**src/rtl/sstk_pkg.sv**
```systemverilog
// Shared types for the shadow-stack unit.
// Assumes: the request kind encoding is fixed by the pipeline decoder.
package sstk_pkg;

    typedef enum logic [1:0] {
        K_PUSH   = 2'd0,
        K_POPCHK = 2'd1,
        K_CMOP   = 2'd2,
        K_NONE   = 2'd3
    } sstk_kind_e;

    typedef enum logic [1:0] {
        ACT_NOP  = 2'd0,
        ACT_PUSH = 2'd1,
        ACT_POP  = 2'd2
    } sstk_act_e;

    typedef enum logic {
        ST_IDLE     = 1'b0,
        ST_MEM_WAIT = 1'b1
    } sstk_state_e;

    localparam logic [4:0] CMOP_PUSH_RD = 5'd1;
    localparam logic [4:0] CMOP_POP_RD  = 5'd5;

    // log2 of the access bytes for a given register width
    function automatic logic [1:0] size_code(int unsigned w);
        return (w == 64) ? 2'd3 : 2'd2;
    endfunction

endpackage

```
**src/rtl/sstk_decode.sv**
```systemverilog
// Maps a request to an action and an operand.
// Assumes: HAS_SS tells whether the shadow-stack extension exists; when it
// does not, every compressed may-be-op is an ordinary no-op.
module sstk_decode
    import sstk_pkg::*;
#(
    parameter int XLEN   = 64,
    parameter bit HAS_SS = 1'b1
) (
    input  logic            ss_en,
    input  logic [1:0]      kind,
    input  logic [4:0]      crd,
    input  logic [XLEN-1:0] rs_val,
    input  logic [XLEN-1:0] ra_val,
    input  logic [XLEN-1:0] t0_val,
    output sstk_act_e       act,
    output logic [XLEN-1:0] operand
);

    // select the action and source register value
    always_comb begin
        act     = ACT_NOP;
        operand = rs_val;
        unique case (sstk_kind_e'(kind))
            K_PUSH:   act = ACT_PUSH;
            K_POPCHK: act = ACT_POP;
            K_CMOP: begin
                if (HAS_SS && crd == CMOP_PUSH_RD) begin
                    act     = ACT_PUSH;
                    operand = ra_val;
                end else if (HAS_SS && crd == CMOP_POP_RD) begin
                    act     = ACT_POP;
                    operand = t0_val;
                end
            end
            default:  act = ACT_NOP;
        endcase
        if (!ss_en) begin
            act = ACT_NOP;
        end
    end

endmodule

```
**src/rtl/sstk_ptr.sv**
```systemverilog
// Shadow stack pointer register.
// Assumes: the sequencer never raises the write strobe and the update strobe
// together.
module sstk_ptr #(
    parameter int XLEN = 64
) (
    input  logic            clk,
    input  logic            rst_n,
    input  logic            wr_en,
    input  logic [XLEN-1:0] wr_data,
    input  logic            upd_en,
    input  logic [XLEN-1:0] upd_val,
    output logic [XLEN-1:0] ssp
);

    // hold the pointer; an operation result or a software write loads it
    always_ff @(posedge clk) begin
        if (!rst_n) begin
            ssp <= '0;
        end else if (upd_en) begin
            ssp <= upd_val;
        end else if (wr_en) begin
            ssp <= wr_data;
        end
    end

    AST_PTR_EXCL: assert property (@(posedge clk) disable iff (!rst_n)
        !(wr_en && upd_en));

endmodule

```
**src/rtl/sstk_seq.sv**
```systemverilog
// Two-state sequencer: accepts a request in IDLE, runs one memory access in
// MEM_WAIT, compares the load for pop-check, and reports the outcome one
// cycle after the response.
// Assumes: a response is only taken after the request handshake, and one
// memory access is outstanding at most.
module sstk_seq
    import sstk_pkg::*;
#(
    parameter int XLEN       = 64,
    parameter int FAULT_TVAL = 3
) (
    input  logic            clk,
    input  logic            rst_n,
    input  logic            req_valid,
    output logic            req_ready,
    input  sstk_act_e       act,
    input  logic [XLEN-1:0] operand,
    input  logic [XLEN-1:0] ssp,
    input  logic            ssp_wr_en,
    output logic            ptr_wr_en,
    output logic            ptr_upd_en,
    output logic [XLEN-1:0] ptr_upd_val,
    output logic            mem_req_valid,
    input  logic            mem_req_ready,
    output logic            mem_req_we,
    output logic [XLEN-1:0] mem_req_addr,
    output logic [XLEN-1:0] mem_req_wdata,
    output logic [1:0]      mem_req_size,
    input  logic            mem_rsp_valid,
    input  logic [XLEN-1:0] mem_rsp_rdata,
    input  logic            mem_rsp_err,
    output logic            done_o,
    output logic            sw_fault_o,
    output logic [XLEN-1:0] sw_fault_tval,
    output logic            acc_fault_o
);

    localparam logic [XLEN-1:0] STEP = XLEN'(XLEN / 8);
    localparam logic [XLEN-1:0] TVAL = XLEN'(FAULT_TVAL);
    localparam logic [1:0]      SIZE = size_code(XLEN);

    sstk_state_e     state_q;
    logic            issued_q;
    logic            push_q;
    logic [XLEN-1:0] addr_q;
    logic [XLEN-1:0] data_q;
    logic            done_q;
    logic            swf_q;
    logic            accf_q;

    logic            accept;
    logic            rsp_take;
    logic            match;

    // handshake and response qualification
    always_comb begin
        req_ready = (state_q == ST_IDLE) && !ssp_wr_en;
        accept    = req_ready && req_valid;
        rsp_take  = (state_q == ST_MEM_WAIT) && issued_q && mem_rsp_valid;
        match     = (mem_rsp_rdata == data_q);
        ptr_wr_en = (state_q == ST_IDLE) && ssp_wr_en;
    end

    // pointer result of a successful access
    always_comb begin
        ptr_upd_en  = rsp_take && !mem_rsp_err && (push_q || match);
        ptr_upd_val = push_q ? addr_q : addr_q + STEP;
    end

    // memory request port
    always_comb begin
        mem_req_valid = (state_q == ST_MEM_WAIT) && !issued_q;
        mem_req_we    = push_q;
        mem_req_addr  = addr_q;
        mem_req_wdata = data_q;
        mem_req_size  = SIZE;
    end

    // sequencer state, latched access and outcome pulses
    always_ff @(posedge clk) begin
        if (!rst_n) begin
            state_q  <= ST_IDLE;
            issued_q <= 1'b0;
            push_q   <= 1'b0;
            addr_q   <= '0;
            data_q   <= '0;
            done_q   <= 1'b0;
            swf_q    <= 1'b0;
            accf_q   <= 1'b0;
        end else begin
            done_q <= 1'b0;
            swf_q  <= 1'b0;
            accf_q <= 1'b0;
            case (state_q)
                ST_IDLE: begin
                    if (accept) begin
                        if (act == ACT_NOP) begin
                            done_q <= 1'b1;
                        end else begin
                            state_q  <= ST_MEM_WAIT;
                            issued_q <= 1'b0;
                            push_q   <= (act == ACT_PUSH);
                            addr_q   <= (act == ACT_PUSH) ? ssp - STEP : ssp;
                            data_q   <= operand;
                        end
                    end
                end
                ST_MEM_WAIT: begin
                    if (!issued_q) begin
                        if (mem_req_ready) begin
                            issued_q <= 1'b1;
                        end
                    end else if (mem_rsp_valid) begin
                        state_q <= ST_IDLE;
                        if (mem_rsp_err) begin
                            accf_q <= 1'b1;
                        end else if (push_q || match) begin
                            done_q <= 1'b1;
                        end else begin
                            swf_q <= 1'b1;
                        end
                    end
                end
                default: state_q <= ST_IDLE;
            endcase
        end
    end

    // outcome outputs
    always_comb begin
        done_o        = done_q;
        sw_fault_o    = swf_q;
        acc_fault_o   = accf_q;
        sw_fault_tval = swf_q ? TVAL : '0;
    end

    AST_MEMREQ_HOLD: assert property (@(posedge clk) disable iff (!rst_n)
        mem_req_valid && !mem_req_ready |=> mem_req_valid && $stable(mem_req_addr) && $stable(mem_req_wdata));
    AST_NO_ACCEPT_BUSY: assert property (@(posedge clk) disable iff (!rst_n)
        mem_req_valid |-> !req_ready);
    AST_ONE_OUTCOME: assert property (@(posedge clk) disable iff (!rst_n)
        $onehot0({done_o, sw_fault_o, acc_fault_o}));
    AST_NOP_NO_MEM: assert property (@(posedge clk) disable iff (!rst_n)
        req_valid && req_ready && act == ACT_NOP |=> !mem_req_valid && done_o);

endmodule

```
**src/rtl/sstk_unit.sv**
```systemverilog
// Shadow-stack push and pop-check unit: decode, sequencer and pointer.
// Assumes: the enable input already folds in privilege and virtualisation;
// address translation and trap delivery live outside.
module sstk_unit #(
    parameter int XLEN       = 64,
    parameter bit HAS_SS     = 1'b1,
    parameter int FAULT_TVAL = 3
) (
    input  logic            clk,
    input  logic            rst_n,
    input  logic            ss_en,
    input  logic            req_valid,
    output logic            req_ready,
    input  logic [1:0]      req_kind,
    input  logic [4:0]      req_crd,
    input  logic [XLEN-1:0] rs_val,
    input  logic [XLEN-1:0] ra_val,
    input  logic [XLEN-1:0] t0_val,
    input  logic            ssp_wr_en,
    input  logic [XLEN-1:0] ssp_wr_data,
    output logic [XLEN-1:0] ssp_o,
    output logic            mem_req_valid,
    input  logic            mem_req_ready,
    output logic            mem_req_we,
    output logic [XLEN-1:0] mem_req_addr,
    output logic [XLEN-1:0] mem_req_wdata,
    output logic [1:0]      mem_req_size,
    input  logic            mem_rsp_valid,
    input  logic [XLEN-1:0] mem_rsp_rdata,
    input  logic            mem_rsp_err,
    output logic            done_o,
    output logic            sw_fault_o,
    output logic [XLEN-1:0] sw_fault_tval,
    output logic            acc_fault_o
);
    import sstk_pkg::*;

    localparam logic [XLEN-1:0] STEP = XLEN'(XLEN / 8);

    sstk_act_e       act;
    logic [XLEN-1:0] operand;
    logic            ptr_wr_en;
    logic            ptr_upd_en;
    logic [XLEN-1:0] ptr_upd_val;

    sstk_decode #(.XLEN(XLEN), .HAS_SS(HAS_SS)) u_decode (
        .ss_en   (ss_en),
        .kind    (req_kind),
        .crd     (req_crd),
        .rs_val  (rs_val),
        .ra_val  (ra_val),
        .t0_val  (t0_val),
        .act     (act),
        .operand (operand)
    );

    sstk_seq #(.XLEN(XLEN), .FAULT_TVAL(FAULT_TVAL)) u_seq (
        .clk           (clk),
        .rst_n         (rst_n),
        .req_valid     (req_valid),
        .req_ready     (req_ready),
        .act           (act),
        .operand       (operand),
        .ssp           (ssp_o),
        .ssp_wr_en     (ssp_wr_en),
        .ptr_wr_en     (ptr_wr_en),
        .ptr_upd_en    (ptr_upd_en),
        .ptr_upd_val   (ptr_upd_val),
        .mem_req_valid (mem_req_valid),
        .mem_req_ready (mem_req_ready),
        .mem_req_we    (mem_req_we),
        .mem_req_addr  (mem_req_addr),
        .mem_req_wdata (mem_req_wdata),
        .mem_req_size  (mem_req_size),
        .mem_rsp_valid (mem_rsp_valid),
        .mem_rsp_rdata (mem_rsp_rdata),
        .mem_rsp_err   (mem_rsp_err),
        .done_o        (done_o),
        .sw_fault_o    (sw_fault_o),
        .sw_fault_tval (sw_fault_tval),
        .acc_fault_o   (acc_fault_o)
    );

    sstk_ptr #(.XLEN(XLEN)) u_ptr (
        .clk     (clk),
        .rst_n   (rst_n),
        .wr_en   (ptr_wr_en),
        .wr_data (ssp_wr_data),
        .upd_en  (ptr_upd_en),
        .upd_val (ptr_upd_val),
        .ssp     (ssp_o)
    );

    AST_FAULT_KEEPS_SSP: assert property (@(posedge clk) disable iff (!rst_n)
        (sw_fault_o || acc_fault_o) |-> $stable(ssp_o));
    AST_PUSH_ADDR: assert property (@(posedge clk) disable iff (!rst_n)
        mem_req_valid && mem_req_we |-> mem_req_addr == ssp_o - STEP);
    AST_POP_ADDR: assert property (@(posedge clk) disable iff (!rst_n)
        mem_req_valid && !mem_req_we |-> mem_req_addr == ssp_o);

endmodule

```
**config.mk**
```make
export PLATFORM = sky130hd
export DESIGN_NAME = sstk_unit
export DESIGN_NICKNAME = d
export VERILOG_FILES = /design/src/rtl/sstk_pkg.sv /design/src/rtl/sstk_decode.sv /design/src/rtl/sstk_ptr.sv /design/src/rtl/sstk_seq.sv /design/src/rtl/sstk_unit.sv
export SDC_FILE = /design/constraint.sdc
export NUM_CORES = 1
export LEC_CHECK = 0
export BUFFER_PORTS_ARGS = -buffer_cell sky130_fd_sc_hd__buf_2
export CAP_MARGIN = 5
export CORE_AREA = 3 3 231 233
export DETAILED_ROUTE_END_ITERATION = 10
export DIE_AREA = 0 0 234 236
export PLACE_DENSITY = 0.47
export SLEW_MARGIN = 20
export SYNTH_ARGS = -nofsm -noshare
export SYNTH_HDL_FRONTEND = slang
export SYNTH_SLANG_ARGS = --single-unit
```
**constraint.sdc**
```tcl
create_clock -name clk -period 3 [get_ports clk]
set_clock_uncertainty 0.1 [all_clocks]
set_input_delay 0.6 -clock clk [delete_from_list [all_inputs] [get_ports clk]]
set_output_delay 0.6 -clock clk [all_outputs]
set_load 0.01 [all_outputs]
```
== Word level (Yosys, flattened, before mapping) ==
Cells that the tools add are included.
Cells by class
  $add $sub $neg: 2
  multipliers: 0
  divide/modulo/power cells: 0
  magnitude comparators: 0
  eq/ne operators: 8
  shifts and indexed selects: 0
  multiplexer cells: 31
  bitwise logic cells: 5
  reduce and logical (&&, ||, !) cells: 19
Operators by type and width (number)
  64-bit 2-to-1 mux: 7
  64-bit by 4-bit adder with 64-bit output, second input constant: 1
  64-bit == test: 1
  64-bit by 4-bit subtractor with 64-bit output, second input constant: 1
  1-bit 2-to-1 mux: 16
  1-bit logical AND: 8
  2-bit 2-to-1 mux: 4
  1-bit one-hot mux with 2 select lines: 3
  2-bit one-hot mux with 3 select lines: 1
  5-bit by 1-bit == test with 1-bit output, second input constant: 1
  5-bit by 3-bit == test with 1-bit output, second input constant: 1
  1-bit NOT: 5
  5-bit OR reduction: 1
  2-bit by 1-bit == test with 1-bit output, second input constant: 2
  2-bit logical NOT: 2
  4-bit AND reduction: 1
  1-bit logical NOT: 3
  3-bit AND reduction: 1
  2-bit == test, second input constant: 1
  2-bit by 1-bit != test with 1-bit output, second input constant: 1
  2-bit != test, second input constant: 1
  2-bit AND reduction: 1
  2-bit nonzero test: 1
  1-bit logical OR: 1
Word-level totals
  bits in registers: 198
  latch bits: 0
  RAM bits: 0
  memory bits (read-only): 0
  input bits: 335
  output and inout port bits: 264
  memories kept: 0

== Longest topological paths before layout ==
Gate-level depths: netlist of run 1.
  depth after elaboration: 9
  depth in mapped cells: 9

== By module ==
Synthesis of run 1 repeated with hierarchy kept, for this count alone.
Second synthesis, totals
  cell total of the unflattened synthesis: 1497
  area, all modules: 13466.7 um^2
By module, submodules not included
  sstk_seq: instances 1, cells each 1064, area an instance 8194.1 um^2, sequential area each 2682.6 um^2
  sstk_ptr: instances 1, cells each 284, area an instance 3499.6 um^2, sequential area each 1281.2 um^2
  sstk_decode: instances 1, cells each 149, area an instance 1773.0 um^2, sequential area each 0.0 um^2

== Worst setup path before layout of run 1 ==
Ideal clock, no wire load.
  path type: input -> register
  start: input port req_crd[1]
  end: register u_seq.addr_q[41] (netlist: u_seq.mem_req_addr[41])
  setup time: 0.134 ns
  arrival time: 2.731 ns
  data required time: 2.766 ns
  slack: 0.035 ns
  stages: 8
  buffers on the path: 1
  path through: or4b_1 o21ai_1 nand4_1 clkbuf_1 or3_4 or4_1 a21oi_1 a211oi_1
On the way
  word-level cells in the longest chain between the ends: 8
RTL lines
  from (decl): RTL line sstk_unit.sv:15  | input logic [4:0] req_crd,
  5-bit by 3-bit == test with 1-bit output: RTL line sstk_decode.sv:31  | end else if (HAS_SS && crd == CMOP_POP_RD) begin
  2-bit 2-to-1 mux: RTL line sstk_decode.sv:31
  2-bit 2-to-1 mux *: RTL line sstk_decode.sv:28  | if (HAS_SS && crd == CMOP_PUSH_RD) begin
  2-bit one-hot mux with 3 select lines *: RTL line sstk_decode.sv:24  | unique case (sstk_kind_e'(kind))
  2-bit 2-to-1 mux *: RTL line sstk_decode.sv:38  | if (!ss_en) begin
  2-bit logical NOT: RTL line sstk_seq.sv:97  | if (act == ACT_NOP) begin
  1-bit NOT (no source line)
  3-bit AND reduction (no source line)
  to (signal assigned): RTL line sstk_seq.sv:103  | addr_q <= (act == ACT_PUSH) ? ssp - STEP : ssp;
  to (decl): RTL line sstk_seq.sv:45  | logic [XLEN-1:0] addr_q;
Mark *: on every way between the ends. The rest lies on a longest branch, timed or not.
A chain may end at the register's enable or synchronous reset.

== Worst setup path in the final report of run 1 ==
  start: register u_ptr.ssp[7]
  end: register u_seq.addr_q[31] (netlist: u_seq.mem_req_addr[31])
On the way
  word-level cells in the longest chain between the ends: 2
RTL lines
  from (decl): RTL line sstk_ptr.sv:13  | output logic [XLEN-1:0] ssp
  from (signal assigned): RTL line sstk_ptr.sv:21  | ssp <= upd_val;
  from (signal assigned): RTL line sstk_ptr.sv:23  | ssp <= wr_data;
  64-bit by 4-bit subtractor with 64-bit output: RTL line sstk_seq.sv:103
  64-bit 2-to-1 mux: RTL line sstk_seq.sv:103
Every way passes these cells.

==> metrics.txt, run 1 <==
Non-Filler Instances around 2800; clk sink count roughly 200; cts bufs inserted 17; Ports between 500 and 600; port buffer count 534; Leak between 7 and 8 nW; WL final 60900 um; Reg clk slew, reported paths 80 ps; Post-synth ARST share 0%; CP Launch Type flip-flop; Syn-to-layout area delta 40.3%; min-delay worst type in -> reg; Initial Utilization a little under a quarter; area of the multi-input gates approximately 7500 sq um; Post-synth EDFFs 0; FILL cells roughly 5700; crit path max fanout 7; Setup Viol. Count Final 0; worst skew pair latency around 500 ps; final worst-path cycle share 94.1%; antenna-violating nets left 0; Clock Tree Root clkbuf_16; post-synthesis sequential area ratio about a third; DRC Markers 0; DP Wirelength 49400 um; die area between 50000 and 60000 sq um; Worst path most repeated cell or4_1; Worst path max stage delay ~630 ps; Synthesis Warnings 0; Crit Path Class reg -> reg; largest net degree at the start of global routing 130; Peak VDD IR ~460 uV; unrepaired setup endpoints after global routing no; final hold vios 0; share of layout cells above drive strength 1 between 30% and 40%; CP required around 3300 ps; DRT iter0 DRCs between 800 and 900; syn_area_per_cell about 7.8 sq um; CTS tree done; Worst path slowest cell or4_1; DR vias about 13000; delay-heaviest family, CP simple AND/OR/NAND/NOR gates; initial antenna violation count 25; total global routing overflow 0; routed len/inst about 21 um; overall routing resource usage 21.5%; Core ar. 51400 sq um; FF+latch area 3960 sq um; Post-Synthesis Cells approximately 1600; Seq cells post-synth just under 200; nets between 2000 and 2500; Worst EP arrival 3090 ps; Clock Tree Buf Depth 2; vias per std cell about 4.7; Tot Pwr between 6 and 7 mW; vias in the first global route 13500; Slew Limit Fails 0; Site Rows 83; Die Height 236 um; max-cap viol count 0; max_slew headroom between 40% and 50%; placed cells approximately 2800; Worst-Margin Slew roughly 800 ps; Max Clk Rate approximately 350 MHz; pwr/cell area between 300 and 400 nW/um^2; CP Buf/Inv Count 0; 1st-pass router iterations 5; crit path cell chain or4_1 > nor4_2 > nand2b_1 > or3_1 > or4_1 > xor2_1 > a21oi_1; Synth Flop Type dfxtp_1; GP Congestion between 0.9 and 1; CTS H-tree lvls 4; fin crit period approximately 2800 ps; Die W 234 um; Synth cell types between 50 and 60; mapped cell area roughly 12000 sq um; status finished clean; Crit. End Element flip-flop; first-pass GRT wire length just under 90000 um
==> flip-flops by register name, summed over array words and instances (netlist names) <==
register             cells
u_ptr.ssp               64
u_seq.acc_fault_o        1
u_seq.done_o             1
u_seq.issued_q           1
u_seq.mem_req_addr      64
u_seq.mem_req_wdata     64
u_seq.mem_req_we         1
u_seq.state_q            1
u_seq.sw_fault_o         1
==> synth_stat cells, types with 5 or more instances <==
cell type    n  area (sq um)
a211oi_1    77           578
a21oi_1    123           616
a311oi_1    36           315
a31oi_1      5          31.3
and3_1       7          43.8
buf_4       66           495
clkbuf_1   100           375
dfxtp_1    198          3960
inv_1       13          48.8
mux2i_1     64           641
nand2_1    161           604
nand3_1     54           270
nand4_1     25           156
nor2_1     221           830
nor3_1      31           155
nor3_2       6          60.1
nor4_1      30           188
nor4_2       8           100
o211a_1     19           190
o21ai_0     52           260
or3_1        6          37.5
or4_1       13          97.6
xnor2_1     77           674
xor2_1      97           850
==> kinds of logic after synthesis <==
| family | after synthesis | share of synthesized area [%] |
|---|---|---|
| flip-flops | 198 | 32.8 |
| adder cells (fa/ha/maj) | 2 | 0.207 |
| buffers and inverters | 188 | 8.05 |
| XOR/XNOR | 174 | 12.6 |
| AO/OA/AOI/OAI | 329 | 17.6 |
| multiplexers | 64 | 5.31 |
| other | 2 | 0.0622 |
| AND/OR/NAND/NOR | 594 | 23.3 |
==> area by class of cell <==
cell class	count	share of cell area [%]
diodes	13	0.192
clock inverters	13	0.945
flip-flops and latches	198	23.4
inverters	13	0.303
well taps	680	5.02
multi-input cells	1227	44.0
repair buffers	682	23.5
clock buffers	19	2.67
==> worst reg2reg max path, cell delays in order (launching register included) <==
cell	delay, ps
dfxtp_1	320
or4_1	630
nor4_2	220
nand2b_1	230
or3_1	490
or4_1	460
xor2_1	180
a21oi_1	90
==> placed cells by master (no fill, tap or decap), drive strengths merged, types with 18 or more instances in the layout <==
cell type,netlist,final
a211oi,77,77
a21oi,125,125
a311oi,36,36
buf,75,682
clkbuf,100,19
conb,2,64
dfxtp,198,198
inv,13,18
mux2i,64,64
nand2,161,161
nand3,54,54
nand4,25,25
nor2,221,221
nor3,37,37
nor4,40,40
o211a,19,19
o21ai,55,55
xnor2,77,77
xor2,97,97
==> power by group <==
group          total (mW)  internal, mW  switching [mW]  leakage, nW
logic                1.26         0.555           0.709         6.09
registers            2.86          2.73           0.133         1.61
clock network        2.52          1.30            1.22        0.296
total                6.64          4.58            2.06         8.00
==> metrics by stage <==
step | hold WS (ps) | setup TNS [ps] | setup WS [ps] | util [%] | cell area [sq um]
after floorplan | 366 | 0 | 34.7 | - | 12300
after global placement | 367 | -30030 | -456 | 31.6 | 16200
after global routing | 207 | 0 | 0.956 | 32.9 | 16900
after CTS | 187 | 0 | 17.4 | 32.8 | 16900
final | 230 | 0 | 177 | 33.0 | 16900
after detailed placement | 371 | -31690 | -478 | 31.6 | 16200
==> final timing paths <==
| kind | startpoint | to | slack [ps] | cells after the start |
|---|---|---|---|---|
| hold reg to reg | u_ptr.ssp[2]$_SDFFE_PN0P_ | u_seq.mem_req_addr[2]$_SDFFE_PN0P_ | 380 | 2 |
| setup reg to reg | u_ptr.ssp[7]$_SDFFE_PN0P_ | u_seq.mem_req_addr[31]$_SDFFE_PN0P_ | 180 | 7 |
| hold / removal | mem_rsp_err | u_seq.acc_fault_o$_SDFF_PN0_ | 230 | 3 |
| setup / recovery | u_ptr.ssp[7]$_SDFFE_PN0P_ | u_seq.mem_req_addr[31]$_SDFFE_PN0P_ | 180 | 7 |
==> routing by layer <==
| metal | track usage, % | up-vias | routed length (um) |
|---|---|---|---|
| met2 | 38.8 | 453 | 31400 |
| li1 | - | 6534 | - |
| met1 | 24.4 | 6399 | 23700 |
| met3 | 5.48 | 78 | 3930 |
| met4 | 7.22 | 12 | 1780 |
| met5 | 0 | - | 90 |
==> repair_timing <==
| action | in CTS | in global routing |
|---|---|---|
| resized for setup | 1 | 6 |
| hold buffers | 0 | 0 |
| setup buffers | 0 | 1 |
| pin swaps | 0 | 1 |
| setup endpoints to repair | 62 | 21 |
Note: power is estimated with default switching activity, not from simulation.
==> run 2, diff against run 1 <==
--- a/config.mk
+++ b/config.mk
@@ -7,10 +7,12 @@
 export LEC_CHECK = 0
 export BUFFER_PORTS_ARGS = -buffer_cell sky130_fd_sc_hd__buf_2
 export CAP_MARGIN = 5
-export CORE_AREA = 3 3 231 233
+export CELL_PAD_IN_SITES_DETAIL_PLACEMENT = 1
+export CELL_PAD_IN_SITES_GLOBAL_PLACEMENT = 1
+export CORE_AREA = 3 3 234 236
 export DETAILED_ROUTE_END_ITERATION = 10
-export DIE_AREA = 0 0 234 236
-export PLACE_DENSITY = 0.47
+export DIE_AREA = 0 0 237 239
+export PLACE_DENSITY = 0.62
 export SLEW_MARGIN = 20
 export SYNTH_ARGS = -nofsm -noshare
 export SYNTH_HDL_FRONTEND = slang
==> metrics.txt, run 2 (synthesis results as in run 1) <==
status finished clean (unchanged); share of layout cells above drive strength 1 33.8% (was 34.9%); nets 2447 (was 2476); crit path max fanout 11 (was 7); Post-CTS Hold Buffers 0 (unchanged); Worst-Margin Slew 842 ps (was 792 ps); most frequent cells in the layout 533 x buf_2, 220 x nor2_1, 198 x dfxtp_1 (unchanged); WL final 63300 um (was 60900 um); max_slew headroom 43.4% (was 47.2%); DRT iter0 DRCs 546 (was 807); Crit Path Class reg -> reg (unchanged); FILL cells 6563 (was 5657); worst skew pair latency 500 ps (about the same); Clock Tree Buf Depth 2 (unchanged); Setup Viol. Count Final 0 (unchanged); Crit. End Element flip-flop (unchanged); Die Height 239 um (was 236 um); Clock Tree Root clkbuf_16 (unchanged); Slew Limit Fails 0 (unchanged); min-delay worst type in -> reg (unchanged); DRC Markers 0 (unchanged); Syn-to-layout area delta 37.6% (was 40.3%); largest net degree at the start of global routing 130 (unchanged); vias per std cell 4.80 (was 4.74); Non-Filler Instances 2826 (was 2845); die area 56600 sq um (was 55200 sq um); routed len/inst 22.4 um (was 21.4 um); placed cells 2778 (was 2799); FF+latch area 3960 sq um (unchanged); Leak 7.79 nW (was 8.00 nW); Ports 599 (unchanged); fin crit period 2870 ps (was 2820 ps); Worst EP arrival 3150 ps (was 3090 ps); final hold vios 0 (unchanged); CP Launch Type flip-flop (unchanged); cts bufs inserted 17 (unchanged); Worst Hold Slack 237 ps (was 230 ps); port buffer count 534 (unchanged); clk sink count 198 (unchanged); DR vias 13600 (was 13500); Die W 237 um (was 234 um); pwr/cell area 389 nW/um^2 (was 392 nW/um^2); Tot Pwr 6.45 mW (was 6.64 mW); 1st-pass router iterations 4 (was 5); initial antenna violation count 36 (was 25); Site Rows 84 (was 83); vias in the first global route 14000 (was 13500); CTS H-tree lvls 4 (unchanged); most common cell after layout, fill and taps aside buf_2 (unchanged); GP Congestion 0.971 (was 0.932); Core ar. 52700 sq um (was 51400 sq um); CTS tree done (unchanged); antenna-violating nets left 0 (unchanged); area of the multi-input gates 7420 sq um (was 7450 sq um); Max Clk Rate 348 MHz (was 354 MHz); Placed Area 16000 sq um (was 16200 sq um); total global routing overflow 0 (unchanged); post-layout util 31.5% (was 33.0%); final worst-path cycle share 95.8% (was 94.1%); DP Wirelength 51300 um (was 49400 um); first-pass GRT wire length 91100 um (was 87700 um); Final Cell Area 16600 sq um (was 16900 sq um); CP required 3280 ps (was 3270 ps); Peak VDD IR 451 uV (was 457 uV); overall routing resource usage 21.5% (about the same); max-cap viol count 0 (unchanged); Initial Utilization 22.9% (was 23.5%); Reg clk slew, reported paths 80 ps (about the same)
-- run 2: cell types whose count changed in the layout (fill, tap and decap cells not counted), sizes merged --
cell    previous run  this run
buf              682       653
inv               18        19
diode             13        16
bufinv             2         0
-- run 2: cell type report --
cell class / instances / area share, %
flip-flops and latches: 198 / 23.9
inverters: 13 / 0.309
well taps: 688 / 5.18
multi-input cells: 1227 / 44.7
repair buffers: 653 / 22.4
clock inverters: 12 / 0.663
clock buffers: 19 / 2.67
diodes: 16 / 0.241
-- run 2: per-stage QoR --
stage | TNS, ps | worst slack [ps]
after floorplan | 0 | 34.7
after global placement | -3690 | -196
after detailed placement | -4000 | -205
after CTS | 0 | 83.1
after global routing | -1.47 | -1.47
final | 0 | 127
-- run 2: worst paths after layout --
check	end	depth (start not counted)	startpoint	slack [ps]
setup reg to reg	u_seq.mem_req_addr[57]$_SDFFE_PN0P_	8	u_ptr.ssp[29]$_SDFFE_PN0P_	130
setup / recovery	u_seq.mem_req_addr[57]$_SDFFE_PN0P_	8	u_ptr.ssp[29]$_SDFFE_PN0P_	130
hold / removal	u_seq.acc_fault_o$_SDFF_PN0_	3	mem_rsp_err	240
hold reg to reg	u_seq.mem_req_addr[2]$_SDFFE_PN0P_	2	u_seq.mem_req_addr[2]$_SDFFE_PN0P_	380
-- run 2: per-layer routing --
metal,GRT usage [%],vias to the layer above,wire length (um)
met5,0,-,103
met2,39.6,460,33000
met1,23.8,6541,24400
met4,7.81,16,2070
li1,-,6468,-
met3,5.58,93,3660
-- run 2: what timing repair did --
item / CTS / global route
gates resized for setup: 0 / 3
endpoints found under the setup margin: 0 / 6
setup buffers: 0 / 1
-- run 2: worst max-delay path, stage by stage (launching register included) --
cell      delay (ps)
dfxtp_1          320
or4_1            630
nor4_4           450
nand4b_4         190
or3_4            390
buf_12           160
nor4_2           280
xnor2_1          150
a21oi_1           80
-- run 2: power by group --
group	switching, mW	internal, mW	leakage [nW]
clock	1.23	1.11	0.266
combinational	0.700	0.540	5.91
sequential	0.145	2.73	1.61
